`src/rtl/rfa_pkg.sv`:
```
package rfa_pkg;
  localparam int WIRES       = 4;
  localparam int VAR_FEYNMAN = 0;
  localparam int VAR_MIXED   = 1;

  // input word order  {a, b, ci, preset}
  // output word order {co, s, g1, g2}
  localparam int IDX_HI  = 3;
  localparam int IDX_MH  = 2;
  localparam int IDX_ML  = 1;
  localparam int IDX_LO  = 0;

  typedef logic [WIRES-1:0] lines_t;
endpackage

```
`src/rtl/rev_cnot.sv`:
```
module rev_cnot (
  input  logic ctl_i,
  input  logic tgt_i,
  output logic ctl_o,
  output logic tgt_o
);
  assign ctl_o = ctl_i;
  assign tgt_o = tgt_i ^ ctl_i;
endmodule

```
`src/rtl/rev_toffoli.sv`:
```
module rev_toffoli (
  input  logic c1_i,
  input  logic c2_i,
  input  logic tgt_i,
  output logic c1_o,
  output logic c2_o,
  output logic tgt_o
);
  assign c1_o  = c1_i;
  assign c2_o  = c2_i;
  assign tgt_o = tgt_i ^ (c1_i & c2_i);
endmodule

```
`src/rtl/rev_fredkin.sv`:
```
module rev_fredkin (
  input  logic ctl_i,
  input  logic x_i,
  input  logic y_i,
  output logic ctl_o,
  output logic x_o,
  output logic y_o
);
  // controlled swap: lines exchange when ctl_i is high
  assign ctl_o = ctl_i;
  assign x_o   = ctl_i ? y_i : x_i;
  assign y_o   = ctl_i ? x_i : y_i;
endmodule

```
`src/rtl/rev_adder_fwd.sv`:
```
module rev_adder_fwd
  import rfa_pkg::*;
#(
  parameter int VARIANT = VAR_FEYNMAN
) (
  input  lines_t in_w,   // {a, b, ci, preset}
  output lines_t out_w   // {co, s, g1, g2}
);
  logic la, lb, lc, lp;
  assign la = in_w[IDX_HI];
  assign lb = in_w[IDX_MH];
  assign lc = in_w[IDX_ML];
  assign lp = in_w[IDX_LO];

  generate
    if (VARIANT == VAR_FEYNMAN) begin : g_feyn
      logic a1, b1, p1, a2, b2, b3, c3, p3, b4, c4;
      // preset ^= a&b
      rev_toffoli u_t1 (.c1_i(la), .c2_i(lb), .tgt_i(lp),
                        .c1_o(a1), .c2_o(b1), .tgt_o(p1));
      // b = a ^ b
      rev_cnot    u_c1 (.ctl_i(a1), .tgt_i(b1), .ctl_o(a2), .tgt_o(b2));
      // preset ^= (a^b)&ci  -> preset ^ majority
      rev_toffoli u_t2 (.c1_i(b2), .c2_i(lc), .tgt_i(p1),
                        .c1_o(b3), .c2_o(c3), .tgt_o(p3));
      // ci = a ^ b ^ ci
      rev_cnot    u_c2 (.ctl_i(b3), .tgt_i(c3), .ctl_o(b4), .tgt_o(c4));
      assign out_w = {p3, c4, a2, b4};
    end else begin : g_mixed
      logic c1, p1, a2, b2, b3, a3, p3, b4, c4;
      // preset ^= ci
      rev_cnot    u_c1 (.ctl_i(lc), .tgt_i(lp), .ctl_o(c1), .tgt_o(p1));
      // b = a ^ b
      rev_cnot    u_c2 (.ctl_i(la), .tgt_i(lb), .ctl_o(a2), .tgt_o(b2));
      // swap a and preset^ci when a != b: a line becomes the carry
      rev_fredkin u_f1 (.ctl_i(b2), .x_i(a2), .y_i(p1),
                        .ctl_o(b3), .x_o(a3), .y_o(p3));
      // ci = a ^ b ^ ci
      rev_cnot    u_c3 (.ctl_i(b3), .tgt_i(c1), .ctl_o(b4), .tgt_o(c4));
      assign out_w = {a3, c4, b4, p3};
    end
  endgenerate
endmodule

```
`src/rtl/rev_adder_inv.sv`:
```
module rev_adder_inv
  import rfa_pkg::*;
#(
  parameter int VARIANT = VAR_FEYNMAN
) (
  input  lines_t in_w,   // {co, s, g1, g2}
  output lines_t out_w   // {a, b, ci, preset}
);
  logic lco, ls, lg1, lg2;
  assign lco = in_w[IDX_HI];
  assign ls  = in_w[IDX_MH];
  assign lg1 = in_w[IDX_ML];
  assign lg2 = in_w[IDX_LO];

  generate
    if (VARIANT == VAR_FEYNMAN) begin : g_feyn
      // line map: a=g1, b=g2, ci=s, preset=co; gates in reverse order
      logic b1, c1, b2, c2, p2, a3, b3, a4, b4, p4;
      rev_cnot    u_c2 (.ctl_i(lg2), .tgt_i(ls), .ctl_o(b1), .tgt_o(c1));
      rev_toffoli u_t2 (.c1_i(b1), .c2_i(c1), .tgt_i(lco),
                        .c1_o(b2), .c2_o(c2), .tgt_o(p2));
      rev_cnot    u_c1 (.ctl_i(lg1), .tgt_i(b2), .ctl_o(a3), .tgt_o(b3));
      rev_toffoli u_t1 (.c1_i(a3), .c2_i(b3), .tgt_i(p2),
                        .c1_o(a4), .c2_o(b4), .tgt_o(p4));
      assign out_w = {a4, b4, c2, p4};
    end else begin : g_mixed
      // line map: a=co, b=g1, ci=s, preset=g2; gates in reverse order
      logic b1, c1, b2, a2, p2, a3, b3, c4, p4;
      rev_cnot    u_c3 (.ctl_i(lg1), .tgt_i(ls), .ctl_o(b1), .tgt_o(c1));
      rev_fredkin u_f1 (.ctl_i(b1), .x_i(lco), .y_i(lg2),
                        .ctl_o(b2), .x_o(a2), .y_o(p2));
      rev_cnot    u_c2 (.ctl_i(a2), .tgt_i(b2), .ctl_o(a3), .tgt_o(b3));
      rev_cnot    u_c1 (.ctl_i(c1), .tgt_i(p2), .ctl_o(c4), .tgt_o(p4));
      assign out_w = {a3, b3, c4, p4};
    end
  endgenerate
endmodule

```
`src/rtl/rev_full_adder.sv`:
```
module rev_full_adder
  import rfa_pkg::*;
#(
  parameter int VARIANT = VAR_FEYNMAN
) (
  input  logic clk,
  input  logic rst,
  input  logic a,
  input  logic b,
  input  logic ci,
  input  logic preset,
  output logic co,
  output logic s,
  output logic g1,
  output logic g2,
  output logic rec_a,
  output logic rec_b,
  output logic rec_ci,
  output logic rec_preset
);
  lines_t in_word, fwd_word, inv_word, fwd_q, inv_q;

  assign in_word = {a, b, ci, preset};

  rev_adder_fwd #(.VARIANT(VARIANT)) u_fwd (.in_w(in_word), .out_w(fwd_word));
  rev_adder_inv #(.VARIANT(VARIANT)) u_inv (.in_w(fwd_word), .out_w(inv_word));

  always_ff @(posedge clk) begin
    if (rst) begin
      fwd_q <= '0;
      inv_q <= '0;
    end else begin
      fwd_q <= fwd_word;
      inv_q <= inv_word;
    end
  end

  assign {co, s, g1, g2} = fwd_q;
  assign {rec_a, rec_b, rec_ci, rec_preset} = inv_q;

  AST_RESET_CLEAR: assert property (@(posedge clk)
    rst |=> (fwd_q == '0 && inv_q == '0));

  AST_ADD_P0: assert property (@(posedge clk) disable iff (rst)
    (!$past(rst) && !$past(preset)) |->
      ({co, s} == ($past(a) + $past(b) + $past(ci))));

  AST_SUM_ANY_PRESET: assert property (@(posedge clk) disable iff (rst)
    !$past(rst) |-> (s == ($past(a) ^ $past(b) ^ $past(ci))));

  AST_ROUND_TRIP: assert property (@(posedge clk) disable iff (rst)
    !$past(rst) |->
      ({rec_a, rec_b, rec_ci, rec_preset} ==
       {$past(a), $past(b), $past(ci), $past(preset)}));

  generate
    if (VARIANT == VAR_FEYNMAN) begin : g_chk_feyn
      AST_FEYN_GARBAGE: assert property (@(posedge clk) disable iff (rst)
        !$past(rst) |-> (g1 == $past(a) && g2 == ($past(a) ^ $past(b))));
    end else begin : g_chk_mixed
      AST_MIXED_GARBAGE: assert property (@(posedge clk) disable iff (rst)
        !$past(rst) |-> (g1 == ($past(a) ^ $past(b))));
    end
  endgenerate
endmodule

```
`config.mk`:
```
export PLATFORM = sky130hd
export DESIGN_NAME = rev_full_adder
export DESIGN_NICKNAME = d
export VERILOG_FILES = /design/src/rtl/rfa_pkg.sv /design/src/rtl/rev_cnot.sv /design/src/rtl/rev_toffoli.sv /design/src/rtl/rev_fredkin.sv /design/src/rtl/rev_adder_fwd.sv /design/src/rtl/rev_adder_inv.sv /design/src/rtl/rev_full_adder.sv
export SDC_FILE = /design/constraint.sdc
export NUM_CORES = 1
export LEC_CHECK = 0
export ABC_AREA = 1
export CORE_AREA = 2 2 39 41
export CTS_CLUSTER_DIAMETER = 100
export DETAILED_ROUTE_END_ITERATION = 10
export DIE_AREA = 0 0 41 43
export HOLD_SLACK_MARGIN = 0.05
export PLACE_DENSITY = 0.47
export REMOVE_ABC_BUFFERS = 1
export SETUP_SLACK_MARGIN = 0.05
export SYNTH_ARGS = -nofsm -noshare
export SYNTH_HDL_FRONTEND = slang
export SYNTH_SLANG_ARGS = --single-unit
```
`constraint.sdc`:
```
create_clock -name clk -period 1.3 [get_ports clk]
set_clock_uncertainty 0.2 [all_clocks]
set_input_delay 0.13 -clock clk [delete_from_list [all_inputs] [get_ports clk]]
set_output_delay 0.13 -clock clk [all_outputs]
set_load 0.01 [all_outputs]
```
==> results of run 1 <==
-- Yosys cell counts --
library cell / number
a21oi_1: 2
a21oi_2: 1
buf_4: 1
dfxtp_1: 7
ha_1: 2
inv_1: 7
nand2_1: 3
nand3_1: 1
nor2_1: 4
nor2_2: 2
o21ai_1: 1
-- repair_timing --
item                       CTS  global route
hold endpoints to repair     0             0
gates resized for setup     13             1
pin swaps                    2             0
setup buffers                1             0
setup endpoints to repair   12             1
-- through the flow --
step	cell area, um2	worst slack, ns	utilization (%)	std cells
after floorplan	259	0.0687	-	30
after global placement	432	-0.395	31.2	62
after detailed placement	432	-0.403	31.2	62
after CTS	460	0.0475	33.3	67
after global routing	473	0.0583	34.2	67
final	473	0.112	34.2	67
-- registers in the layout (all words and copies together), names as in the netlist --
register	count
fwd_q	4
inv_q	3
-- power by group --
part           total, W  switching [W]  internal, W
Sequential     0.000238     0.00000380     0.000234
Combinational  0.000120      0.0000548    0.0000652
Clock          0.000191      0.0000786     0.000112
Total          0.000548       0.000137     0.000411
-- layout make-up --
cell class                      instances  area, um2  share of cell area (%)
Sequential cell                         7        140                    29.6
Inverter                                7       28.8                    6.08
Clock buffer                            3       22.5                    4.76
Timing Repair Buffer                   17        151                    32.0
Clock inverter                          1       5.00                    1.06
Tap cell                               16       20.0                    4.23
Multi-Input combinational cell         16        105                    22.2
-- worst paths after layout --
| path | start | endpoint | slack [ns] | cells past startpoint |
|---|---|---|---|---|
| worst min-delay path | a | inv_q[2]$_SDFF_PP0_ | 0.15 | 3 |
| worst max-delay path | b | inv_q[1]$_SDFF_PP0_ | 0.11 | 6 |
-- cells by family (layout without fill, tap and decap cells) --
logic type | after synthesis | in the layout | synth area share [%]
adder cells (fa/ha/maj) | 2 | 2 | 9.39
AO/OA/AOI/OAI | 4 | 4 | 8.92
flip-flops | 7 | 7 | 52.6
AND/OR/NAND/NOR | 10 | 10 | 16.4
buffers and inverters | 8 | 28 | 12.7
-- per-layer routing --
| metal | part of all wire (%) | wire length [um] |
|---|---|---|
| met1 | 44 | 195 |
| met2 | 47 | 207 |
| met3 | 6.3 | 28 |
| met4 | 3.1 | 14 |
| met5 | 0 | 0 |
-- tightest hold or removal path, delay by kind of cell --
kind	cells	cell delay [ns]
AOI/OAI and AO/OA	1	0.04
buffers and inverters	2	0.38
==> metrics.md, run 1 <==
| Metric | Value |
|---|---|
| DRT Pass-1 Iters | `1` |
| CTS root buffer | `clkbuf_4` |
| I/O Buffers | `13` |
| CP peak stage delay | `0.28 ns` |
| Avg Vias per Cell | `3.70` |
| Tcrit/Tclk final | `91.4%` |
| Crit-path cells | `dlygate4sd2_1, ha_4, ha_1, inv_1, o21ai_1, a21oi_1` |
| Crit path buffers/inverters | `2` |
| WL/cell | `6.64 um` |
| PwrDens | `1160 nW/um2` |
| GRT Residual Overflow | `0` |
| Post-DRT Antenna Nets | `0` |
| Hold Violations, Final | `0` |
| Routability cong. | `0.734` |
| CTS Sinks | `7` |
| FP Rows | `14` |
| WP data required | `1.28 ns` |
| Vias in the first global route | `251` |
| CTS buffer count | `3` |
| Synth Register Bits | `7` |
| Max_slew headroom | `85.4%` |
| Total core area | `1380 um2` |
| Worst-Margin Slew | `0.219 ns` |
| Share of layout cells above drive strength 1 | `25.5%` |
| Area share of the largest cell type after synthesis | `52.6%` |
| Maximum clock frequency | `842 MHz` |
| MaxCap Viol Count | `0` |
| Synth cell types | `11` |
| Sequential area share after synthesis | `52.6%` |
| Area Overhead vs Synth | `77.5%` |
| Top Usage Layer GRT | `met2` |
| CTS tree | `yes` |
| Max-slew violation count | `0` |
| # fillers | `149` |
| Global Route met1 Usage | `8.36%` |
| DP HPWL | `387 um` |
| DR DRC count | `0` |
| H-tree depth | `1` |
| N_diodes | `0` |
| Most common cell after layout, fill and taps aside | `dlygate4sd2_1` |
| Post-Syn Area | `267 um2` |
| Met3 usage | `4.71%` |
| CTS Buffer Depth | `2` |
| CP Launch Type | `input pin` |
| Die ar. | `1760 um2` |
| First-pass GRT wire length | `938 um` |
| Crit Path Max Fanout | `3` |
| Global-route track usage on met2 | `11.3%` |
| Setup tns final | `0 ns` |
| Nets | `60` |
| Outcome | `finished clean` |
| CP top delay family | `adder cells` |
| Final setup vio count | `0` |
| Yosys warns | `0` |
| Routed via count | `248` |
| Minimum clock period | `1.19 ns` |
| Most frequent cells in the layout | `dlygate4sd2_1 (10), dfxtp_1 (7), inv_1 (6)` |
| WHS | `0.146 ns` |
| Cts hold-fix bufs | `0` |
| Largest net degree at the start of global routing | `6` |
| Synth area leaders | `dfxtp_1 (53%), inv_1 (9.9%), ha_1 (9.4%), nor2_1 (5.6%), nor2_2 (4.7%)` |
| Cells after Synth | `31` |
| Kind of critical path | `input pin to register` |
| Die width | `41 um` |
| Initial antenna violation count | `0` |
| Hold crit path type | `input pin to register` |
| Slowest cell on the critical path | `ha_1` |
| Design Power | `0.000548 W` |
| Clock transition at path regs | `0.05 ns` |
| Data arrival, critical path | `1.17 ns` |
| Unrepaired setup endpoints after global routing | `no` |
| Maximum vdd drop | `0.000344 V` |
| Final wirelength | `445 um` |
| Leakage power | `0.247 nW` |
| Iter 0 DRT Violations | `0` |
| Post-synthesis area per instance | `8.60 um2` |
| CP endpoint kind | `register` |
| Largest area contributor in the netlist | `dfxtp_1` |
| Die Y | `43 um` |
| I/O Pins | `14` |
| Starting density of the core | `19.3%` |
| GRT Total Usage | `8.63%` |
Power figures use the tool's default switching activity.
==> run 2: changes to the inputs <==
Settings changed: ABC_CLOCK_PERIOD_IN_PS set to 1300.
==> results of run 2 <==
No change in the layout: final DEF, timing and power equal those of run 1.
